$ cat config.mk
export PLATFORM = sky130hd
export DESIGN_NAME = rxq_flowctl
export DESIGN_NICKNAME = d
export VERILOG_FILES = /design/src/rtl/rxq_pkg.sv /design/src/rtl/rxq_store.sv /design/src/rtl/rxq_mark.sv /design/src/rtl/rxq_loss.sv /design/src/rtl/rxq_flowctl.sv
export SDC_FILE = /design/constraint.sdc
export NUM_CORES = 1
export LEC_CHECK = 0
export BUFFER_PORTS_ARGS = -buffer_cell sky130_fd_sc_hd__buf_2
export CAP_MARGIN = 40
export CORE_ASPECT_RATIO = 1.4
export CORE_MARGIN = 5
export CORE_UTILIZATION = 50
export DETAILED_ROUTE_END_ITERATION = 8
export GPL_TIMING_DRIVEN = 0
export PLACE_DENSITY = 0.73
export SLEW_MARGIN = 15
export SYNTH_ARGS = -nofsm -noshare
export SYNTH_HDL_FRONTEND = slang
export SYNTH_SLANG_ARGS = --single-unit
$ cat constraint.sdc
create_clock -name clk -period 2.8 [get_ports clk]
set_input_delay 0.28 -clock clk [delete_from_list [all_inputs] [get_ports clk]]
set_output_delay 0.28 -clock clk [all_outputs]
set_load 0.05 [all_outputs]
$ cat src/rtl/rxq_pkg.sv
package rxq_pkg;
  localparam int CHAR_W = 8;

  typedef struct packed {
    logic              brk;
    logic              frm;
    logic              par;
    logic [CHAR_W-1:0] ch;
  } rxq_entry_t;

  localparam int ENTRY_W = $bits(rxq_entry_t);

  // Watermark for a given selector, scaled from the queue depth.
  function automatic int unsigned mark_of(input logic [1:0] sel, input int unsigned depth);
    case (sel)
      2'b00:   mark_of = 1;
      2'b01:   mark_of = depth / 4;
      2'b10:   mark_of = depth / 2;
      default: mark_of = depth - 2;
    endcase
  endfunction
endpackage

$ cat src/rtl/rxq_store.sv
module rxq_store #(
  parameter int DEPTH = 16,
  parameter int EW    = 11
) (
  input  logic                         clk,
  input  logic                         rst_n,
  input  logic                         push,
  input  logic                         pop,
  input  logic [EW-1:0]                din,
  output logic [EW-1:0]                dout,
  output logic [$clog2(DEPTH+1)-1:0]   level
);
  localparam int AW = (DEPTH > 1) ? $clog2(DEPTH) : 1;
  localparam int LW = $clog2(DEPTH+1);
  localparam logic [AW-1:0] LAST = AW'(DEPTH-1);

  logic [EW-1:0] mem [DEPTH];
  logic [AW-1:0] wr_ptr, rd_ptr, wr_ptr_nx, rd_ptr_nx;
  logic [LW-1:0] level_nx;

  always_comb begin
    wr_ptr_nx = wr_ptr;
    rd_ptr_nx = rd_ptr;
    level_nx  = level;
    if (push) wr_ptr_nx = (wr_ptr == LAST) ? '0 : wr_ptr + 1'b1;
    if (pop)  rd_ptr_nx = (rd_ptr == LAST) ? '0 : rd_ptr + 1'b1;
    case ({push, pop})
      2'b10:   level_nx = level + 1'b1;
      2'b01:   level_nx = level - 1'b1;
      default: level_nx = level;
    endcase
  end

  always_ff @(posedge clk or negedge rst_n) begin
    if (!rst_n) begin
      wr_ptr <= '0;
      rd_ptr <= '0;
      level  <= '0;
    end else begin
      wr_ptr <= wr_ptr_nx;
      rd_ptr <= rd_ptr_nx;
      level  <= level_nx;
    end
  end

  // Storage array carries no reset; contents are qualified by level.
  always_ff @(posedge clk) begin
    if (push) mem[wr_ptr] <= din;
  end

  assign dout = mem[rd_ptr];

  a_r3_level_bound: assert property (@(posedge clk) disable iff (!rst_n)
    level <= LW'(DEPTH));
  a_r5_rw_hold: assert property (@(posedge clk) disable iff (!rst_n)
    (push && pop) |=> $stable(level));
endmodule

$ cat src/rtl/rxq_mark.sv
module rxq_mark #(
  parameter int DEPTH = 16
) (
  input  logic [$clog2(DEPTH+1)-1:0] level,
  input  logic [1:0]                 sel,
  input  logic                       auto_en,
  output logic                       irq,
  output logic                       rts_n
);
  import rxq_pkg::*;
  localparam int LW = $clog2(DEPTH+1);

  logic [LW-1:0] mark;
  logic          at_mark;

  always_comb begin
    mark    = LW'(mark_of(sel, DEPTH));
    at_mark = (level >= mark);
    irq     = at_mark;
    rts_n   = auto_en & at_mark;
  end
endmodule

$ cat src/rtl/rxq_loss.sv
module rxq_loss #(
  parameter int OVR_W = 8
) (
  input  logic             clk,
  input  logic             rst_n,
  input  logic             lost,
  input  logic             clr,
  output logic             flag,
  output logic [OVR_W-1:0] cnt
);
  localparam logic [OVR_W-1:0] CMAX = '1;

  logic             flag_nx;
  logic [OVR_W-1:0] cnt_nx;

  always_comb begin
    flag_nx = flag;
    cnt_nx  = cnt;
    if (clr) begin
      flag_nx = 1'b0;
      cnt_nx  = '0;
    end
    if (lost) begin
      flag_nx = 1'b1;
      if (!clr && cnt != CMAX) cnt_nx = cnt + 1'b1;
      if (clr)                 cnt_nx = OVR_W'(1);
    end
  end

  always_ff @(posedge clk or negedge rst_n) begin
    if (!rst_n) begin
      flag <= 1'b0;
      cnt  <= '0;
    end else begin
      flag <= flag_nx;
      cnt  <= cnt_nx;
    end
  end

  a_r7_flag_sticky: assert property (@(posedge clk) disable iff (!rst_n)
    (flag && !clr) |=> flag);
  a_r8_cnt_saturate: assert property (@(posedge clk) disable iff (!rst_n)
    (cnt == CMAX && !clr) |=> (cnt == CMAX));
endmodule

$ cat src/rtl/rxq_flowctl.sv
module rxq_flowctl #(
  parameter int DEPTH = 16,
  parameter int OVR_W = 8
) (
  input  logic                       clk,
  input  logic                       rst_n,
  input  logic                       wr_valid,
  input  logic [7:0]                 wr_char,
  input  logic                       wr_par,
  input  logic                       wr_frm,
  input  logic                       wr_brk,
  input  logic                       rd_en,
  input  logic                       stat_rd,
  input  logic [1:0]                 trig_sel,
  input  logic                       auto_rts_en,
  output logic [7:0]                 rd_char,
  output logic                       rd_par,
  output logic                       rd_frm,
  output logic                       rd_brk,
  output logic                       empty,
  output logic [$clog2(DEPTH+1)-1:0] level,
  output logic                       irq,
  output logic                       rts_n,
  output logic                       ovr_flag,
  output logic [OVR_W-1:0]           ovr_count
);
  import rxq_pkg::*;
  localparam int LW = $clog2(DEPTH+1);

  logic       rst_meta, rst_q;
  logic       full, push, pop, lost;
  rxq_entry_t wr_ent, rd_ent;

  // Reset asserts at once, releases on the second edge after deassertion.
  always_ff @(posedge clk or negedge rst_n) begin
    if (!rst_n) begin
      rst_meta <= 1'b0;
      rst_q    <= 1'b0;
    end else begin
      rst_meta <= 1'b1;
      rst_q    <= rst_meta;
    end
  end

  always_comb begin
    full   = (level == LW'(DEPTH));
    empty  = (level == '0);
    pop    = rd_en & ~empty;
    push   = wr_valid & (~full | pop);
    lost   = wr_valid & full & ~pop;
    wr_ent = '{brk: wr_brk, frm: wr_frm, par: wr_par, ch: wr_char};
  end

  rxq_store #(.DEPTH(DEPTH), .EW(ENTRY_W)) u_store (
    .clk(clk), .rst_n(rst_q), .push(push), .pop(pop),
    .din(wr_ent), .dout(rd_ent), .level(level)
  );

  rxq_mark #(.DEPTH(DEPTH)) u_mark (
    .level(level), .sel(trig_sel), .auto_en(auto_rts_en),
    .irq(irq), .rts_n(rts_n)
  );

  rxq_loss #(.OVR_W(OVR_W)) u_loss (
    .clk(clk), .rst_n(rst_q), .lost(lost), .clr(stat_rd),
    .flag(ovr_flag), .cnt(ovr_count)
  );

  assign rd_char = rd_ent.ch;
  assign rd_par  = rd_ent.par;
  assign rd_frm  = rd_ent.frm;
  assign rd_brk  = rd_ent.brk;

  a_r3_full_kept: assert property (@(posedge clk) disable iff (!rst_q)
    (full && wr_valid && !rd_en) |=> (level == LW'(DEPTH)));
  a_r9_empty_read: assert property (@(posedge clk) disable iff (!rst_q)
    (empty && rd_en && !wr_valid) |=> (level == '0));
  a_r6_rts_tracks_irq: assert property (@(posedge clk) disable iff (!rst_q)
    auto_rts_en |-> (rts_n == irq));
  a_r10_full_pass: assert property (@(posedge clk) disable iff (!rst_q)
    (full && wr_valid && rd_en) |=> (level == LW'(DEPTH) && $stable(ovr_count)));
endmodule

==> results of run 1 <==
## repair_timing
action	CTS	global route
gates resized for setup	17	32
endpoints found under the setup margin	11	14
hold buffers	1	0
endpoints found under the hold margin	2	0
## final timing paths
check	start	end	cells past startpoint	slack, ps
max in group asynchronous	rst_q	u_store.rd_ptr[0]	1	2190
worst min register to register	rst_q	u_store.level[4]	0	150
worst min-delay path	rst_q	u_store.level[4]	0	150
worst max-delay path	u_store.rd_ptr[1]	rd_char[2]	7	130
worst max register to register	u_store.level[2]	u_store.level[4]	8	170
min in group clk	stat_rd	u_loss.cnt[1]	2	240
## sequential cells by signal, indices dropped and copies added, names as in the netlist
signal          cells
u_store.rd_ptr      4
u_store.wr_ptr      4
rst_q               1
u_store.level       5
u_loss.cnt          8
rst_meta            1
u_loss.flag         1
u_store.mem       176
## metal layers
layer	GRT usage	wire, um	up-vias
met3	0.0388	948	40
met4	0.0818	774	0
met5	0	0	-
met2	0.338	9340	176
li1	-	-	2147
met1	0.227	6940	2404
## final cells by class
| cell class | count | area, um2 | area share |
|---|---|---|---|
| multi-input combinational | 278 | 2440 | 0.255 |
| clock inverter | 13 | 115 | 0.0121 |
| tap | 203 | 254 | 0.0266 |
| sequential | 200 | 5890 | 0.617 |
| inverter | 10 | 37.5 | 0.00393 |
| clock buffer | 18 | 429 | 0.0450 |
| timing repair buffer | 46 | 253 | 0.0265 |
| buffer | 22 | 130 | 0.0136 |
## placed cells by master (no fill, tap or decap), types with 12 or more instances in the layout
master and instances:
a21oi_1 12, buf_2 43, clkbuf_16 17, dfrtp_1 22, edfxtp_1 176, ha_1 12
mux2_2 12, mux2i_1 36, mux4_2 22, nand2_1 26, nand3_1 12, o21ai_0 27
## through the flow
| step | cell area (um2) | hold WS, ps |
|---|---|---|
| 3_3_place_gp | 8840 | 65.5 |
| 4_1_cts | 9450 | 146 |
| 2_1_floorplan | 8370 | -15.6 |
| 5_1_grt | 9550 | 164 |
| 6_report | 9550 | 150 |
| 3_5_place_dp | 8860 | 65.4 |
## power breakdown
group          switching [W]  total, W  internal, W
Sequential          0.000208   0.00377      0.00357
Clock                0.00111   0.00227      0.00116
Combinational        0.00247   0.00375      0.00128
Total                0.00378   0.00979      0.00601
## worst max-delay path: cells and delay by family, from the launching register on
kind	cells	cell delay [ps]
AOI/OAI and AO/OA	2	510
and+or+nand+nor	2	340
DFF	1	380
buffers and inverters	3	740
## cells by family after synthesis
logic type	Yosys count	synth area share
AND/OR/NAND/NOR	90	0.0558
AO/OA/AOI/OAI	95	0.0758
flip-flops	200	0.703
other	1	0.000448
multiplexers	70	0.118
adder cells (fa/ha/maj)	12	0.0179
buffers and inverters	36	0.0181
XOR/XNOR	10	0.0105
==> impl_metrics.tcl, run 1 <==
set metrics [dict create \
    required_ps 2520 \
    grt_pass1_vias 4966 \
    yosysMostFrequentCell "edfxtp_1" \
    hold_class "reg -> async" \
    placed_cells 762 \
    nets 606 \
    fin_crit_ps 2670 \
    hold_violations 0 \
    numCtsBuffers 17 \
    cts_tree "built" \
    cts_buffer_depth 2 \
    core-area_mm2 0.0166 \
    fp.dieArea_mm2 0.0195 \
    start_util 0.504 \
    post-cts-setup-buffer-count 0 \
    path_max_fanout 10 \
    wl_um 18000 \
    fin_setup_tns_ps 0 \
    clock_skew_ps 13.2 \
    ant_nets 0 \
    slowest_delay_ps 380 \
    max_freq_mhz 374 \
    synth_ff_type "edfxtp_1" \
    yosys-top-cells-area "edfxtp_1 63%, dfrtp_1 7.2%, mux4_2 5.9%" \
    synth_edf_count 176 \
    root_buffer "clkbuf_16" \
    area_growth_syn_to_layout_pct 14.0 \
    p_leak_nw 3.41 \
    rows 56 \
    path_cells "buf_2, and2_1, clkbuf_4, a221oi_2, o21ai_0, nand2_1, buf_2" \
    pwr_density_cell_mw_per_mm2 1030 \
    yosysSeqAreaShare 0.703 \
    fillers 1254 \
    setup_ws_ps 128 \
    yosysWarnings 0 \
    fin_util 0.575 \
    die-height_um 163 \
    power_w 0.00979 \
    grt_pass1_wl_um 27700 \
    syn_area_mm2 0.00837 \
    h-tree-depth 4 \
    globalplace.congestion 0.843 \
    port_buffers 44 \
    path_class "reg -> out" \
    arrival_ps 2390 \
    synth_fp_nets 545 \
    critical_path.endpoint_type "output pin" \
    crit_slowest_cell "dfrtp_1" \
    grt_max_degree 20 \
    maxCapViolCount 0 \
    worstMarginPinSlew_ps 790 \
    status "complete, no violations" \
    dr.pass1.iters 6 \
    setup_viol 0 \
    path_common_cell "buf_2" \
    antenna_found_initial 0 \
    drc 0 \
    synth_top_cell_by_area "edfxtp_1" \
    track_usage 0.191 \
    dpl.hpwl_um 12100 \
    start_kind "flip-flop" \
    postSynthCellCount 514 \
    grt_overflow 0 \
    wl_per_cell_um 22.8 \
    yosysUniqueCellTypes 47 \
    drive_gt1_frac 0.257 \
    layout.cells.non_filler 790 \
    path_clk_slew_ps 70 \
    place_ws_ps -83.2 \
    slew_violations 0 \
    diodes 0 \
    yosysTopAreaCellShare 0.631 \
    finalCritPeriodShare 0.954 \
    avgSynthCellArea_um2 16.3 \
    via_per_inst 6.03 \
    dr_total_vias 4767 \
    cts.sinks 200 \
    drt-initial-drc-count 262 \
    ir_drop_v 0.000567 \
    slew-limit-headroom 0.473 \
    fp.dieW_um 119 \
    rsz0062_at_grt "false" \
    async_flop_share 0.120 \
    ys_top_cells_by_count "176 x edfxtp_1, 36 x mux2i_1, 28 x o21ai_0, 26 x nand2_1, 24 x dfrtp_1" \
    ys_ff_latch 200 \
    pin_count 47 \
    clock_latency_ps 430 \
]
Power figures use the tool's default switching activity.
==> run 2: changes to the inputs <==
--- a/config.mk
+++ b/config.mk
@@ -11,6 +11,7 @@
 export CORE_MARGIN = 5
-export CORE_UTILIZATION = 50
+export CORE_UTILIZATION = 60
 export DETAILED_ROUTE_END_ITERATION = 8
 export GPL_TIMING_DRIVEN = 0
-export PLACE_DENSITY = 0.73
+export PLACE_DENSITY = 0.85
+export SETUP_SLACK_MARGIN = 0.2
 export SLEW_MARGIN = 15
==> constraint.sdc (replaced) <==
create_clock -name clk -period 2.8 [get_ports clk]
set_input_delay 0.42 -clock clk [delete_from_list [all_inputs] [get_ports clk]]
set_output_delay 0.42 -clock clk [all_outputs]
set_load 0.05 [all_outputs]
==> run 2 against run 1 <==
Compared with the run above:
- power increased by 11%
- register-to-register slack gained 150 ps
- clock skew decreased by 1.9 ps
- critical endpoint is now rd_char[4]
- largest cell class unchanged
==> impl_metrics.tcl, run 2 (synthesis results as in run 1) <==
set metrics [dict create \
    status "complete, no violations" \
    area_growth_syn_to_layout_pct 20.1 \
    diodes 0 \
    critPathLaunch "u_store.rd_ptr[0]" \
    power_w 0.0109 \
    pwr_density_cell_mw_per_mm2 1080 \
    numCtsBuffers 17 \
    grt_max_degree 19 \
    rsz0062_at_grt "true" \
    antenna_found_initial 0 \
    nets 621 \
    port_buffers 44 \
    drc 0 \
    hold_class "reg -> async" \
    track_usage 0.258 \
    maxCapViolCount 0 \
    start_util 0.607 \
    crit_buf_inv 4 \
    dr.pass1.iters 6 \
    start_kind "flip-flop" \
    path_cells "buf_12, buf_12, buf_12, mux2i_4, a21oi_2, o21ai_0, nand2_1, buf_4" \
    arrival_ps 2280 \
    via_per_inst 6.54 \
    hold_violations 0 \
    path_class "reg -> out" \
    grt_pass1_wl_um 30100 \
    root_buffer "clkbuf_16" \
    top_regs "u_store.mem: 176 flops, u_loss.cnt: 8 flops, u_store.level: 5 flops" \
    slew-limit-headroom 0.533 \
    fin_area_mm2 0.0101 \
    placed_area_mm2 0.00884 \
    pin_count 47 \
    ant_nets 0 \
    path_common_cell "buf_12" \
    r2r_cells 9 \
    final_cell_mix "176 x edfxtp_1, 32 x mux2i_1, 32 x buf_2" \
    regMostFlops "u_store.mem" \
    critical_path.endpoint_type "output pin" \
    cp.depth 8 \
    max_freq_mhz 370 \
    core-area_mm2 0.0138 \
    globalplace.congestion 0.818 \
    die-height_um 150 \
    dpl.hpwl_um 12400 \
    largest_reg_flops 176 \
    wl_um 20400 \
    grt_overflow 0 \
    fp.dieArea_mm2 0.0164 \
    mostFrequentLayoutCell "edfxtp_1" \
    clock_skew_ps 11.3 \
    path_max_fanout 10 \
    cts.sinks 200 \
    finalCritPeriodShare 0.966 \
    fin_setup_tns_ps 0 \
    path_clk_slew_ps 70 \
    setup_viol 0 \
    drt-initial-drc-count 486 \
    fin_crit_ps 2700 \
    r2r_setup_slack_ps 320 \
    worstMarginPinSlew_ps 701 \
    slowest_delay_ps 450 \
    dr_total_vias 5155 \
    p_leak_nw 3.60 \
    clock_latency_ps 440 \
    grt_pass1_vias 5293 \
    required_ps 2380 \
    cts_buffer_depth 2 \
    fp.dieW_um 110 \
    ir_drop_v 0.000836 \
    crit_slowest_cell "dfrtp_2" \
    rows 51 \
    wl_per_cell_um 25.9 \
    cts_tree "built" \
    slew_violations 0 \
    whs_ps 119 \
    h-tree-depth 4 \
    drive_gt1_frac 0.315 \
    r2r_end "u_store.level[4]" \
    path_delay_family "buffers and inverters" \
    r2r-start "u_store.level[2]" \
]
-- run 2: cell count changes in the layout (fill, tap and decap cells not counted), sizes merged --
cell	previous run	this run
buf	50	63
bufinv	0	2
clkinvlp	2	4
clkbuf	35	36
clkinv	6	5
inv	15	14
-- run 2: stage by stage --
step	utilization	worst slack (ps)	std cells
2_1_floorplan	-	124	514
3_3_place_gp	0.640	-73.8	743
3_5_place_dp	0.641	-196	744
4_1_cts	0.714	75.6	781
5_1_grt	0.729	32.3	788
6_report	0.729	95.5	788
-- run 2: layout make-up --
cell class / count / area, um2
plain buffers: 26 / 272
clock buffers: 17 / 425
clock inverters: 15 / 171
fillers: 822 / 3730
inverters: 10 / 37.5
multi-input cells: 278 / 2580
flip-flops and latches: 200 / 5890
well taps: 185 / 231
repair buffers: 57 / 443
-- run 2: worst reg2reg max path, stage by stage, from the launching register on --
cell	delay, ps
dfrtp_2	430
buf_6	150
or4_4	590
o21bai_4	220
inv_1	80
ha_2	200
or2_2	300
o211ai_1	120
o32ai_2	110
xor2_1	150
-- run 2: how the worst max path moves through the flow --
stage and endpoint:
2_1_floorplan rts_n, 3_3_place_gp rd_char[6], 3_5_place_dp rd_char[6], 4_1_cts rd_char[6], 5_1_grt rd_char[6], 6_report rd_char[4]
-- run 2: repair_timing --
action | 4_1_cts | 5_1_grt
cloned | 0 | 3
buffers inserted | 4 | 3
gates resized for setup | 102 | 35
endpoints found under the hold margin | 2 | 0
pin swaps | 5 | 13
setup endpoints to repair | 46 | 102
hold buffers | 1 | 0
-- run 2: layer usage --
metal | global-route usage | routed length (um)
met5 | 0 | 0
met2 | 0.444 | 11100
met3 | 0.0483 | 1440
met4 | 0.125 | 758
met1 | 0.307 | 7140
-- run 2: power breakdown --
group	total, W	switching (W)	internal, W
Clock	0.00246	0.00112	0.00134
Sequential	0.00376	0.000193	0.00357
Combinational	0.00466	0.00282	0.00184
Total	0.0109	0.00414	0.00674
